===== config.mk =====
export PLATFORM = sky130hd
export DESIGN_NAME = deadtime_inserter
export DESIGN_NICKNAME = d
export VERILOG_FILES = /design/src/rtl/dti_pkg.sv /design/src/rtl/dti_tick_sel.sv /design/src/rtl/dti_pair_timer.sv /design/src/rtl/dti_pair_gate.sv /design/src/rtl/deadtime_inserter.sv
export SDC_FILE = /design/constraint.sdc
export NUM_CORES = 1
export LEC_CHECK = 0
export ABC_AREA = 1
export BUFFER_PORTS_ARGS = -buffer_cell sky130_fd_sc_hd__buf_2
export CAP_MARGIN = 20
export CORE_MARGIN = 3
export CORE_UTILIZATION = 40
export CTS_CLUSTER_DIAMETER = 200
export CTS_CLUSTER_SIZE = 20
export DETAILED_ROUTE_END_ITERATION = 16
export PLACE_DENSITY = 0.58
export SYNTH_ARGS = -nofsm -noshare
export SYNTH_HDL_FRONTEND = slang
export SYNTH_SLANG_ARGS = --single-unit

===== constraint.sdc =====
create_clock -name clk -period 2.8 [get_ports clk]
set_clock_uncertainty 0.15 [all_clocks]
set_input_delay 0.56 -clock clk [delete_from_list [all_inputs] [get_ports clk]]
set_output_delay 0.56 -clock clk [all_outputs]
set_load 0.05 [all_outputs]

===== src/rtl/dti_pkg.sv =====
package dti_pkg;

    // One complementary pair: pos is bit 0, neg is bit 1.
    typedef struct packed {
        logic neg;
        logic pos;
    } pair_drv_t;

    typedef enum logic {
        SRC_TICK_A = 1'b0,
        SRC_TICK_B = 1'b1
    } tick_src_e;

    function automatic logic pick_tick(tick_src_e sel, logic ta, logic tb);
        return (sel == SRC_TICK_B) ? tb : ta;
    endfunction

    function automatic pair_drv_t rising_bits(pair_drv_t now, pair_drv_t prev);
        pair_drv_t r;
        r.pos = now.pos & ~prev.pos;
        r.neg = now.neg & ~prev.neg;
        return r;
    endfunction

endpackage


===== src/rtl/dti_tick_sel.sv =====
module dti_tick_sel
    import dti_pkg::*;
(
    input  logic src_sel,
    input  logic tick_a,
    input  logic tick_b,
    output logic tick
);
    tick_src_e sel_e;

    assign sel_e = tick_src_e'(src_sel);
    assign tick  = pick_tick(sel_e, tick_a, tick_b);

endmodule


===== src/rtl/dti_pair_timer.sv =====
module dti_pair_timer #(
    parameter int DLY_W = 8
) (
    input  logic             clk,
    input  logic             rst,
    input  logic             start,
    input  logic             cancel,
    input  logic             tick,
    input  logic [DLY_W-1:0] len,
    output logic             busy,
    output logic             done
);
    logic [DLY_W-1:0] cnt;
    logic [DLY_W-1:0] len_q;
    logic [DLY_W-1:0] len_eff;
    logic             last;

    // A zero length behaves as one tick.
    assign len_eff = (len == '0) ? DLY_W'(1) : len;
    assign last    = (cnt == DLY_W'(len_q - DLY_W'(1)));
    assign done    = busy & tick & last & ~start & ~cancel;

    always_ff @(posedge clk) begin
        if (rst) begin
            busy  <= 1'b0;
            cnt   <= '0;
            len_q <= DLY_W'(1);
        end else if (cancel) begin
            busy <= 1'b0;
            cnt  <= '0;
        end else if (start) begin
            busy  <= 1'b1;
            cnt   <= '0;
            len_q <= len_eff;
        end else if (done) begin
            busy <= 1'b0;
            cnt  <= '0;
        end else if (busy && tick) begin
            cnt <= cnt + DLY_W'(1);
        end
    end

    // a running count stays below its captured length
    a_r8_cnt_below_len: assert property (@(posedge clk) disable iff (rst)
        busy |-> (cnt < len_q));

    // a trigger restarts the count from zero
    a_r5_restart_clears: assert property (@(posedge clk) disable iff (rst)
        (start && !cancel) |=> (busy && cnt == '0));

    // the count stops at its end
    a_r3_done_stops: assert property (@(posedge clk) disable iff (rst)
        done |=> !busy);

endmodule


===== src/rtl/dti_pair_gate.sv =====
module dti_pair_gate
    import dti_pkg::*;
(
    input  logic      clk,
    input  logic      rst,
    input  pair_drv_t req,
    input  pair_drv_t rise,
    input  logic      done,
    input  logic      bypass,
    output pair_drv_t out
);
    pair_drv_t pend;
    pair_drv_t pend_nxt;
    pair_drv_t out_nxt;

    always_comb begin
        if (bypass) begin
            pend_nxt = '0;
        end else begin
            pend_nxt = (done ? pair_drv_t'(2'b00) : pend) | rise;
            pend_nxt = pend_nxt & req;
        end
        out_nxt = req & ~pend_nxt;
    end

    always_ff @(posedge clk) begin
        if (rst) begin
            pend <= '0;
            out  <= '0;
        end else begin
            pend <= pend_nxt;
            out  <= out_nxt;
        end
    end

    // inactive requests pass on the next edge
    a_r4_fall_pos: assert property (@(posedge clk) disable iff (rst)
        !req.pos |=> !out.pos);
    a_r4_fall_neg: assert property (@(posedge clk) disable iff (rst)
        !req.neg |=> !out.neg);

endmodule


===== src/rtl/deadtime_inserter.sv =====
module deadtime_inserter
    import dti_pkg::*;
#(
    parameter int NUM_PAIRS = 3,
    parameter int DLY_W     = 8
) (
    input  logic                   clk,
    input  logic                   rst,
    input  logic [2*NUM_PAIRS-1:0] drv_req,
    input  logic                   tick_a,
    input  logic                   tick_b,
    input  logic                   src_sel,
    input  logic [DLY_W-1:0]       dly_len,
    input  logic                   bypass,
    output logic [2*NUM_PAIRS-1:0] drv_out
);
    localparam int NSIG = 2 * NUM_PAIRS;

    logic [NSIG-1:0] req_q;
    logic            tick_sel;

    always_ff @(posedge clk) begin
        if (rst) req_q <= '0;
        else     req_q <= drv_req;
    end

    dti_tick_sel u_tick (
        .src_sel (src_sel),
        .tick_a  (tick_a),
        .tick_b  (tick_b),
        .tick    (tick_sel)
    );

    for (genvar p = 0; p < NUM_PAIRS; p++) begin : g_pair
        pair_drv_t req_p;
        pair_drv_t prev_p;
        pair_drv_t rise_p;
        pair_drv_t out_p;
        logic      busy_p;
        logic      done_p;

        assign req_p  = drv_req[2*p +: 2];
        assign prev_p = req_q[2*p +: 2];
        assign rise_p = rising_bits(req_p, prev_p);

        dti_pair_timer #(.DLY_W(DLY_W)) u_tmr (
            .clk    (clk),
            .rst    (rst),
            .start  (|rise_p),
            .cancel (bypass),
            .tick   (tick_sel),
            .len    (dly_len),
            .busy   (busy_p),
            .done   (done_p)
        );

        dti_pair_gate u_gate (
            .clk    (clk),
            .rst    (rst),
            .req    (req_p),
            .rise   (rise_p),
            .done   (done_p),
            .bypass (bypass),
            .out    (out_p)
        );

        assign drv_out[2*p +: 2] = out_p;

        // legal requests never give an overlapping pair
        a_r11_no_overlap: assert property (@(posedge clk) disable iff (rst)
            (!bypass && !(req_p.pos && req_p.neg)) |=> !(drv_out[2*p] && drv_out[2*p+1]));

        for (genvar b = 0; b < 2; b++) begin : g_bit
            // a delayed rise is released only on a selected tick
            a_r3_release_on_tick: assert property (@(posedge clk) disable iff (rst)
                ($rose(drv_out[2*p+b]) && !$past(bypass)) |-> $past(tick_sel));
        end
    end

    // bypass makes outputs follow requests
    a_r6_bypass_follow: assert property (@(posedge clk) disable iff (rst)
        bypass |=> (drv_out == $past(drv_req)));

endmodule


# Yosys cells after proc, flatten, opt, wreduce, memory -nomap -nowiden
# Index checks and enable logic that the tools add are counted.
[totals]
register_bits = 69
ram_bits = 0
n_memories = 0
romBits = 0
latch_bits = 0
word_cells = 102
[classes]
bitwise = 40
shifts = 0
div_mod_pow = 0
n_eq_ne = 3
muxes = 14
n_mul = 0
addsub = 6
n_lt_le_gt_ge = 0
reduce_logical = 17
[ops]
columns = ["op", "n"]
rows = [
  ["$add A8 B1 Y8 const B", 3],
  ["$eq A8 B8 Y1", 3],
  ["$sub A8 B1 Y8 const B", 3],
  ["$and A1 B1 Y1", 18],
  ["$reduce_or A5 Y1", 3],
  ["$and A2 B2 Y2", 6],
  ["$mux W2", 6],
  ["$not A1 Y1", 10],
  ["$logic_not A8 Y1", 1],
  ["$mux W8", 1],
  ["$reduce_or A2 Y1", 4],
  ["$mux W1", 7],
  ["$not A2 Y2", 3],
  ["$or A2 B2 Y2", 3],
  ["$reduce_and A2 Y1", 3],
  ["$reduce_bool A2 Y1", 3],
  ["$logic_and A1 B1 Y1", 3],
]

# Logic depth before layout (Yosys ltp)
# Gate-level depths: netlist of run 1.
[depth]
depth_word = 12
depth_mapped = 15
mapped_depth_nobuf = 15

# By module
# A second synthesis of run 1 with hierarchy kept.
[hier_totals]
cells_unflattened = 577
area_unflattened_um2 = 3753.6
[by_module_without_submodules]
columns = ["module", "instances", "cells_each", "seq_area_each_um2", "area_each_um2"]
rows = [
  ["dti_pair_timer", 3, 154, 340.3, 1002.2],
  ["dti_pair_gate", 3, 24, 80.1, 162.7],
  ["deadtime_inserter", 1, 39, 120.1, 244.0],
  ["dti_tick_sel", 1, 4, 0.0, 15.0],
]

# Worst setup path after synthesis of run 1
# OpenSTA, ideal clock, no wires.
[synth_path]
kind = "in2reg"
start = "input port tick_b"
end = "register g_pair[2].u_gate.pend[0] (netlist bit)"
n_path_buf = 0
stages = 13
setup_ns = 0.127
slack_ns = 1.045
arrival_time_ns = 1.478
cell_sequence = "inv_1 > nand2_1 > nand2_4 > nor2_4 > nand2_1 > nor2_1 > nand2_1 > nor2_1 > nand3_2 > nand2_1 > nand2_2 > nand2_1 > nor2_1"
[synth_via]
elab_chain_len = 9
[synth_rtl]
columns = ["element", "line_no", "rtl"]
rows = [
  ["from (decl)", "deadtime_inserter.sv:11", "input logic tick_b,"],
  ["$mux W1", "dti_pkg.sv:15", "return (sel == SRC_TICK_B) ? tb : ta;"],
  ["$and A1 B1 Y1 (4 in a row)", "dti_pair_timer.sv:21", "assign done = busy & tick & last & ~start & ~cancel;"],
  ["$mux W2", "dti_pair_gate.sv:20", "pend_nxt = (done ? pair_drv_t'(2'b00) : pend) | rise;"],
  ["$or A2 B2 Y2", "dti_pair_gate.sv:20", ""],
  ["$and A2 B2 Y2", "dti_pair_gate.sv:21", "pend_nxt = pend_nxt & req;"],
  ["$mux W2", "dti_pair_gate.sv:17", "if (bypass) begin"],
  ["to (signal assigned)", "dti_pair_gate.sv:31", "pend <= pend_nxt;"],
  ["to (decl)", "dti_pair_gate.sv:12", "pair_drv_t pend;"],
]
# Every way passes these cells.
# A chain may end at the register's enable or synchronous reset.

# Worst setup path in the final report of run 1
[layout_path]
start = "register g_pair[0].u_tmr.len_q[0]"
end = "register g_pair[0].u_gate.pend[0] (netlist bit)"
[layout_via]
elab_chain_len = 9
[layout_rtl]
columns = ["element", "line_no", "rtl"]
rows = [
  ["from (decl)", "dti_pair_timer.sv:14", "logic [DLY_W-1:0] len_q;"],
  ["from (signal assigned)", "dti_pair_timer.sv:34", "len_q <= len_eff;"],
  ["$sub A8 B1 Y8", "dti_pair_timer.sv:20", "assign last = (cnt == DLY_W'(len_q - DLY_W'(1)));"],
  ["$eq A8 B8 Y1", "dti_pair_timer.sv:20", ""],
  ["$and A1 B1 Y1 (3 in a row)", "dti_pair_timer.sv:21", ""],
  ["$mux W2", "dti_pair_gate.sv:20", ""],
  ["$or A2 B2 Y2", "dti_pair_gate.sv:20", ""],
  ["$and A2 B2 Y2", "dti_pair_gate.sv:21", ""],
  ["$mux W2", "dti_pair_gate.sv:17", ""],
  ["to (signal assigned)", "dti_pair_gate.sv:31", ""],
  ["to (decl)", "dti_pair_gate.sv:12", ""],
]
# Every way passes these cells.

==> reports/metrics.cfg, run 1 <==
[routing]
antenna_left = 0
routed_wl_um = 7560
firstDrtPassIters = 4
via_per_inst = 4.72
vias = 3128
routedWlPerCell_um = 11.4
drc = 0
drtIter0Drc = 92

[global_routing]
grt.overflow.total = 0
track_usage_pct = 16.0
grt_pass1_wl_um = 13000
grt_pass1_vias = 2902
antenna_found_initial = 0
grt_max_degree = 22

[power]
power_density_nw_per_um2 = 541
p_leak_uw = 0.00173
ir_drop_uv = 244

[layout]
layout_commonest_cell = nand2_1
final_cell_area_um2 = 3970
fin_nets = 581
fillers = 902
areaGrowthSynthToFinish_pct = 11.6
most-common-layout-cells = nand2_1 (123), nor2_1 (80), inv_1 (78), dfxtp_1 (69), o21ai_0 (32)
drive_above_1_share_pct = 12.5
n_antenna_cell = 0
utilization_pct = 47.2

[clock_network]
clk_pin_slew_ns = 0.07
cts.repair.resized = 0
htreeDepth = 3
post_cts_buffers = 0
cts_sinks = 69
cts_buffer_depth = 2
root_buffer = clkbuf_8
numCtsBuffers = 9
hold_buffers = 0
clk-insertion-delay-late_ns = 0.34
cts_tree = done

[timing]
setup_viol = 0
drv_slew = 0
fmax_mhz = 497
fin_ws_ns = 0.788
fin_crit_ns = 2.01
hold_viol_final = 0
setup_tns_ns = 0
fin_crit_sh_pct = 71.8
rsz0062_at_grt = no
tightest_slew_ns = 0.659
maxSlewHeadroom_pct = 55.9

[worst_setup_path]
crit_buf_inv = 1
crit_type = reg2reg
cp_max_fo = 5
start_kind = flip-flop
crit_chain = inv_1, ha_1, nand2_1, nand2_1, nor2_1, nand3_1, nor2_1, nand2_1, nor2_2, nand2_2, nand2_1, nand2_1, nand2_1, nor2_1
end_kind = flip-flop
cpMaxStageDelayCell = dfxtp_1
cpLargestDelayFamily = simple AND/OR/NAND/NOR gates
crit_top_cell = nand2_1
cp.required_ns = 2.87
cp.arrival_ns = 2.08
cpPeakStageDelay_ns = 0.35

[die]
die_w_um = 100
dieArea_um2 = 10100
io_pins = 26
initial_core_util_pct = 42.3
core_region_area_um2 = 8420
std_cell_rows = 33
die_h_um = 100

[placement]
dpl.hpwl_um = 5880
gp_congestion = 0.808
port_buffers = 25
placedInstanceArea_um2 = 3780
dp_slack_ns = 0.717

[synth]
synth_cells = 527
synth_compound_area_share_pct = 11.6
synth.distinct_cells = 29
synthesis.nets = 553
synth_top_cell_by_area = dfxtp_1
synth_area_um2 = 3560
synthAdderAreaFrac_pct = 2.11
synth_top_family_by_area = simple AND/OR/NAND/NOR gates
ys_ff_latch = 69
yosys_warnings = 0
synth_mux_area_share_pct = 0
ys_seq_area_share_pct = 38.8
ys_top_cells_by_area = dfxtp_1 (39%), nand2_1 (13%), nor2_1 (8.4%)
synth_simple_gate_area_share_pct = 31.9
synth_top_area_share_pct = 38.8
synth_xor_xnor_area_share_pct = 5.90
syn_area_per_cell_um2 = 6.76

[job]
cap_violations = 0

[worst_hold_path]
hold_class = in2reg

[outcome]
status = completed

area by class of cell:
type                            instances  area [um^2]  share of cell area [%]
Clock buffer                           10          138                    3.46
Sequential cell                        69         1380                    34.8
Clock inverter                          4         50.0                    1.26
Multi-Input combinational cell        367         1840                    46.2
Timing Repair Buffer                   25          125                    3.15
Inverter                               83          312                    7.84
Tap cell                              105          131                    3.31
worst min-delay path, stage by stage:
cell    delay, ns
buf_2        0.10
inv_1        0.06
nor2_1       0.05
power breakdown:
| part | switching, uW | internal [uW] |
|---|---|---|
| Clock | 365 | 424 |
| Sequential | 31.0 | 1030 |
| Combinational | 203 | 103 |
flip-flops by register name, summed over array words and instances (netlist names):
signal,count
g_pair.u_tmr.busy,3
g_pair.u_gate.pend,6
g_pair.u_tmr.cnt,24
g_pair.u_gate.out,6
g_pair.u_tmr.len_q,24
req_q,6
routing by layer:
metal | wire, um | GRT usage (%) | vias to the layer above
met2 | 3420 | 25.4 | 45
met5 | 0 | 0 | -
met1 | 3810 | 21.4 | 1390
met3 | 271 | 4.73 | 4
met4 | 48 | 3.73 | 0
li1 | - | - | 1689
kinds of logic (layout without fill, tap and decap cells):
kind of cell             count (synthesis)  in the layout
buffers and inverters                   91            122
flip-flops                              69             69
AO/OA/AOI/OAI                           76             76
adder cells (fa/ha/maj)                  6              6
AND/OR/NAND/NOR                        261            261
XOR/XNOR                                24             24
synth_stat cells:
cell type / number
nand2_2: 6
o21ai_1: 3
inv_2: 5
buf_2: 2
a21oi_1: 31
o21ai_0: 32
a21oi_2: 5
xnor2_1: 8
nor3_1: 2
nor3_2: 1
dfxtp_1: 69
a21boi_1: 2
xor2_1: 16
nor2_1: 80
nor2_2: 2
a21boi_0: 2
nand2_1: 123
or2_0: 1
nor2_4: 6
nand3_2: 4
nor4_1: 1
a31o_2: 1
nand2_4: 1
nand4_1: 3
clkbuf_1: 5
buf_1: 1
ha_1: 6
nand3_1: 31
inv_1: 78
stage by stage:
step	power, uW	std cells	hold WS [ns]
after floorplan	1310	527	0.293
after global placement	1380	649	0.315
after detailed placement	1380	649	0.325
after CTS	2180	663	0.304
after global routing	2280	663	0.308
final	2150	663	0.323
worst paths after layout:
| path | start | end | slack (ns) | cells past startpoint |
|---|---|---|---|---|
| setup / recovery | g_pair[0].u_tmr.len_q[0] | g_pair[0].u_gate.pend[0] | 0.79 | 14 |
| hold / removal | drv_req[4] | req_q[4] | 0.32 | 3 |
| setup reg to reg | g_pair[0].u_tmr.len_q[0] | g_pair[0].u_gate.pend[0] | 0.79 | 14 |
| hold reg to reg | g_pair[1].u_tmr.len_q[6] | g_pair[1].u_tmr.len_q[6] | 0.33 | 2 |
(Power assumes the default switching activity.)
==> run 2: changes to the inputs <==
==> constraint.sdc (replaced) <==
create_clock -name clk -period 1.97 [get_ports clk]
set_clock_uncertainty 0.15 [all_clocks]
set_input_delay 0.394 -clock clk [delete_from_list [all_inputs] [get_ports clk]]
set_output_delay 0.394 -clock clk [all_outputs]
set_load 0.05 [all_outputs]
==> reports/metrics.cfg, run 2 (same netlist as run 1, synthesis figures left out) <==
[outcome]
status = completed

[power]
power_density_nw_per_um2 = 777  ; +44%
clock_power_share_pct = 39.3  ; +2.6 points
p_leak_uw = 0.00182  ; +5.0%
power_frac_seq_pct = 45.6  ; -3.5 points
swShare_pct = 28.6  ; +0.73 points
pwr-share-comb_pct = 15.1  ; +0.9 points
ir_drop_uv = 348  ; +42%
switchingPower_uw = 944  ; +58%
p_int_uw = 2360  ; +52%

[global_routing]
grt_max_degree = 22  ; unchanged
grt_pass1_vias = 3093  ; +6.6%
antenna_found_initial = 0  ; unchanged
track_usage_pct = 17.0  ; +0.99 points
grt.overflow.total = 0  ; unchanged
grt_pass1_wl_um = 13800  ; +5.8%

[job]
cap_violations = 0  ; unchanged

[routing]
routedWlPerCell_um = 11.9  ; +4.7%
firstDrtPassIters = 4  ; unchanged
vias = 3249  ; +3.9%
drtIter0Drc = 132  ; +43%
antenna_left = 0  ; unchanged
via_per_inst = 4.81  ; +1.9%
routed_wl_um = 8070  ; +6.7%
drc = 0  ; unchanged

[layout]
fin_nets = 592  ; +1.9%
n_antenna_cell = 0  ; unchanged
most-common-layout-cells = nand2_1 (114), nor2_1 (74), inv_1 (73), dfxtp_1 (63)
layout_commonest_cell = nand2_1
drive_above_1_share_pct = 21.7  ; +9.2 points
areaGrowthSynthToFinish_pct = 19.4
top_regs = g_pair.u_tmr.cnt (24), g_pair.u_tmr.len_q (24)

[clock_network]
cts_sinks = 69  ; unchanged
htreeDepth = 3  ; unchanged
clk-insertion-delay-late_ns = 0.35  ; about the same
cts_tree = done
clk_pin_slew_ns = 0.08  ; about the same
hold_buffers = 0  ; unchanged
numCtsBuffers = 9  ; unchanged
cts_buffer_depth = 2  ; unchanged
root_buffer = clkbuf_8

[worst_hold_path]
hold_depth = 3  ; unchanged
hold_start = drv_req[5]
hold_class = in2reg
min_to = req_q[5]

[die]
io_pins = 26  ; unchanged
die_w_um = 100  ; unchanged
dieArea_um2 = 10100  ; unchanged
die_h_um = 100  ; unchanged
std_cell_rows = 33  ; unchanged
core_region_area_um2 = 8420  ; unchanged
initial_core_util_pct = 42.3  ; unchanged

[placement]
port_buffers = 25  ; unchanged
gp_congestion = 0.846  ; +4.8%
dpl.hpwl_um = 6180  ; +5.1%

[worst_setup_path]
reg2reg_to = g_pair[2].u_tmr.cnt[5]
start_kind = flip-flop
cp.required_ns = 2.06  ; -0.81 ns
r2r_setup_slack_ns = 0.08  ; -0.71 ns
cp.arrival_ns = 1.98  ; -0.10 ns
cp_max_fo = 8  ; +3
reg2reg_depth = 12  ; -2
reg2reg_from = g_pair[2].u_tmr.len_q[1]
crit_type = reg2reg
end_kind = flip-flop

[timing]
setup_viol = 0  ; unchanged
hold_slack_ns = 0.148  ; -0.175 ns
fin_crit_ns = 1.89  ; -0.122 ns
hold_viol_final = 0  ; unchanged
fin_crit_sh_pct = 96.0  ; +24 points
drv_slew = 0  ; unchanged
setup_tns_ns = 0  ; unchanged
fmax_mhz = 529  ; +6.4%
tightest_slew_ns = 0.508  ; -0.151 ns
maxSlewHeadroom_pct = 66.1  ; +10 points
rsz0062_at_grt = yes

-- run 2: through the flow --
stage               instances  area [um^2]  total power [uW]  utilization [%]  setup slack, ns
finish                    676         4250              3300             50.5           0.0797
global route              676         4250              3480             50.5          -0.0738
CTS                       675         4080              3300             48.4          0.00982
detailed placement        659         3860              2000             45.8           0.0183
global placement          659         3860              1990             45.8           0.0386
floorplan                 527         3560              1860                -            0.244
-- run 2: what timing repair did --
action,CTS,global route
setup endpoints to repair,0,39
resized for setup,0,51
buffers inserted,0,1
-- run 2: worst max-delay path: stages (launching register included) --
cell and delay [ns]:
dfxtp_2 0.36, inv_2 0.05, ha_4 0.23, nand2_2 0.06, nand2_1 0.04, nor2_1 0.09
nand2_1 0.07, nor2_1 0.11, nand2_1 0.06, nor2_1 0.12, nand3_2 0.18, nand3_4 0.21
nor2_1 0.06
-- run 2: layout make-up --
cell class	instances	area [um^2]
clock inverter	7	96.3
tap	105	131
inverter	83	314
sequential	69	1390
multi-input combinational	367	1990
timing repair buffer	36	208
fill	880	4170
clock buffer	9	124
-- run 2: routing by layer --
metal / up-vias / track usage, % / share of wire (%)
met5: - / 0 / 0
met4: 0 / 4.77 / 1.1
met3: 6 / 4.24 / 4.1
met2: 52 / 28.4 / 48
met1: 1482 / 21.6 / 47
li1: 1709 / - / -
-- run 2: power by group through the flow --
stage	Combinational (uW)	Sequential (uW)	Clock, uW
after detailed placement	461	1530	0
after global routing	572	1520	1390
after floorplan	314	1550	0
final	499	1510	1300
after global placement	455	1530	0
after CTS	464	1500	1340
-- run 2: how the worst max path moves through the flow --
stage | startpoint | to | slack [ns]
final | g_pair[2].u_tmr.len_q[1] | g_pair[2].u_tmr.cnt[5] | 0.08
after global routing | g_pair[1].u_tmr.len_q[1] | g_pair[1].u_gate.pend[1] | -0.07
after CTS | g_pair[2].u_tmr.len_q[0] | g_pair[2].u_tmr.cnt[6] | 0.01
after detailed placement | g_pair[2].u_tmr.len_q[0] | g_pair[2].u_tmr.cnt[6] | 0.02
after global placement | g_pair[2].u_tmr.len_q[0] | g_pair[2].u_tmr.cnt[6] | 0.04
after floorplan | g_pair[2].u_tmr.len_q[0] | g_pair[2].u_gate.pend[0] | 0.24
==> run 3: changes to the inputs <==
--- a/config.mk
+++ b/config.mk
@@ -14,6 +14,7 @@
 export CTS_CLUSTER_SIZE = 20
 export DETAILED_ROUTE_END_ITERATION = 16
 export PLACE_DENSITY = 0.58
+export SETUP_SLACK_MARGIN = 0.3
 export SYNTH_ARGS = -nofsm -noshare
 export SYNTH_HDL_FRONTEND = slang
 export SYNTH_SLANG_ARGS = --single-unit
==> reports/metrics.cfg, run 3 (same netlist as run 1, synthesis figures left out) <==
[die]
core_region_area_um2 = 8420  ; unchanged
initial_core_util_pct = 42.3  ; unchanged
io_pins = 26  ; unchanged
die_w_um = 100  ; unchanged
die_h_um = 100  ; unchanged
dieArea_um2 = 10100  ; unchanged
std_cell_rows = 33  ; unchanged

[power]
power_frac_seq_pct = 48.6  ; +3.0 points
p_leak_uw = 0.00182  ; about the same
ir_drop_uv = 345  ; -0.86%
switchingPower_uw = 888  ; -5.9%
clock_power_share_pct = 34.3  ; -5.0 points
pwr-share-comb_pct = 17.1  ; +2.0 points
p_int_uw = 2210  ; -6.3%
power_density_nw_per_um2 = 721  ; -7.2%
swShare_pct = 28.7  ; +0.094 points

[worst_setup_path]
crit_top_cell = nand2_1
cp_max_fo = 4  ; -4
end_kind = flip-flop
reg2reg_depth = 14  ; +2
start_kind = flip-flop
cpPeakStageDelay_ns = 0.34  ; -0.02 ns
crit_chain = inv_2, ha_4, nand2_1, nand2_1, nor2_1, nand2_1, nor2_2, nand2_1, nor2_2, nand3_4, nand2_2, nand2_2, nand2_1, nor2_1
cpMaxStageDelayCell = dfxtp_2
cp.required_ns = 2.05  ; about the same
crit_type = reg2reg
cp.arrival_ns = 1.87  ; -0.11 ns

[timing]
drv_slew = 0  ; unchanged
hold_viol_final = 0  ; unchanged
maxSlewHeadroom_pct = 63.9  ; -2.2 points
fmax_mhz = 557  ; +5.2%
rsz0062_at_grt = yes
fin_crit_ns = 1.80  ; -0.0936 ns
fin_crit_sh_pct = 91.2  ; -4.8 points
setup_viol = 0  ; unchanged
setup_tns_ns = 0  ; unchanged
tightest_slew_ns = 0.541  ; +0.0331 ns

[routing]
antenna_left = 0  ; unchanged
drtIter0Drc = 115  ; -13%
routed_wl_um = 8200  ; +1.6%
vias = 3274  ; +0.77%
via_per_inst = 4.81  ; +0.18%
drc = 0  ; unchanged
routedWlPerCell_um = 12.1  ; +1.0%
firstDrtPassIters = 4  ; unchanged

[layout]
most-common-layout-cells = nand2_1 (115), inv_1 (72), nor2_1 (66), dfxtp_1 (63)
utilization_pct = 51.0  ; +0.53 points
fin_nets = 597  ; +0.84%
final_cell_area_um2 = 4300  ; +1.1%
fillers = 872  ; -0.91%
n_antenna_cell = 0  ; unchanged
areaGrowthSynthToFinish_pct = 20.6
top_regs = g_pair.u_tmr.cnt (24), g_pair.u_tmr.len_q (24)
layout_commonest_cell = nand2_1
drive_above_1_share_pct = 24.0  ; +2.3 points

[clock_network]
hold_buffers = 0  ; unchanged
htreeDepth = 3  ; unchanged
clk-insertion-delay-late_ns = 0.33  ; -0.02 ns
cts_tree = done
cts_sinks = 69  ; unchanged
numCtsBuffers = 9  ; unchanged
clk_pin_slew_ns = 0.07  ; about the same
root_buffer = clkbuf_8
cts_buffer_depth = 2  ; unchanged

[global_routing]
antenna_found_initial = 0  ; unchanged
grt.overflow.total = 0  ; unchanged
grt_max_degree = 22  ; unchanged
grt_pass1_vias = 3010  ; -2.7%
track_usage_pct = 16.7  ; -0.21 points
grt_pass1_wl_um = 13400  ; -2.5%

[placement]
port_buffers = 25  ; unchanged
placedInstanceArea_um2 = 3890  ; +0.71%
gp_congestion = 0.883  ; +4.4%
dpl.hpwl_um = 6230  ; +0.84%

[worst_hold_path]
hold_depth = 3  ; unchanged
hold_class = in2reg

[outcome]
status = completed

[job]
cap_violations = 0  ; unchanged

[run 3: cell types whose count changed in the layout (fill, tap and decap cells not counted), sizes merged]
cell,previous run,this run
buf,36,41
clkbuf,9,14
bufinv,2,0
clkinv,3,1
inv,85,83
[run 3: area by class of cell]
cell class              count  area [um^2]  area share, %
multi-input cells         367         2030           47.4
flip-flops and latches     69         1390           32.3
inverters                  83          314           7.31
repair buffers             41          249           5.80
clock buffers              14          173           4.02
well taps                 105          131           3.06
clock inverters             1         5.00          0.117
[run 3: critical path: cells and delay by family (launching register included)]
kind,cells,cell delay (ns)
adders and majority gates,1,0.23
buffers and inverters,1,0.05
DFF,1,0.34
and+or+nand+nor,12,0.92
[run 3: timing repair]
item	CTS	global route
pin swaps	40	20
gates resized for setup	39	17
buffers inserted	7	1
setup endpoints to repair	39	43
[run 3: power groups by stage]
stage,registers (uW),logic [uW],clock network (uW)
finish,1510,531,1060
global route,1510,598,1150
CTS,1510,522,1090
detailed placement,1530,475,0
global placement,1530,467,0
floorplan,1550,326,0
[run 3: worst paths after layout]
check	slack, ns	to	start
max	0.17	g_pair[2].u_gate.pend[0]	g_pair[2].u_tmr.len_q[0]
min	0.16	req_q[3]	drv_req[3]
max reg2reg	0.17	g_pair[2].u_gate.pend[0]	g_pair[2].u_tmr.len_q[0]
min reg2reg	0.31	g_pair[2].u_tmr.busy	g_pair[2].u_tmr.busy
[run 3: routing by layer]
| metal | global-route usage (%) | wire (um) |
|---|---|---|
| met2 | 28.4 | 3930 |
| met3 | 4.52 | 321 |
| met5 | 0 | 0 |
| met1 | 20.6 | 3770 |
| met4 | 5.28 | 179 |
[run 3: per-stage QoR]
stage / total power, uW / setup slack (ns) / std cells / hold WS (ns)
after detailed placement: 2010 / 0.0396 / 657 / 0.315
after floorplan: 1880 / 0.301 / 527 / 0.293
after global routing: 3260 / 0.0340 / 680 / 0.162
after CTS: 3120 / 0.0844 / 679 / 0.152
final: 3100 / 0.173 / 680 / 0.159
after global placement: 2000 / 0.0591 / 657 / 0.310
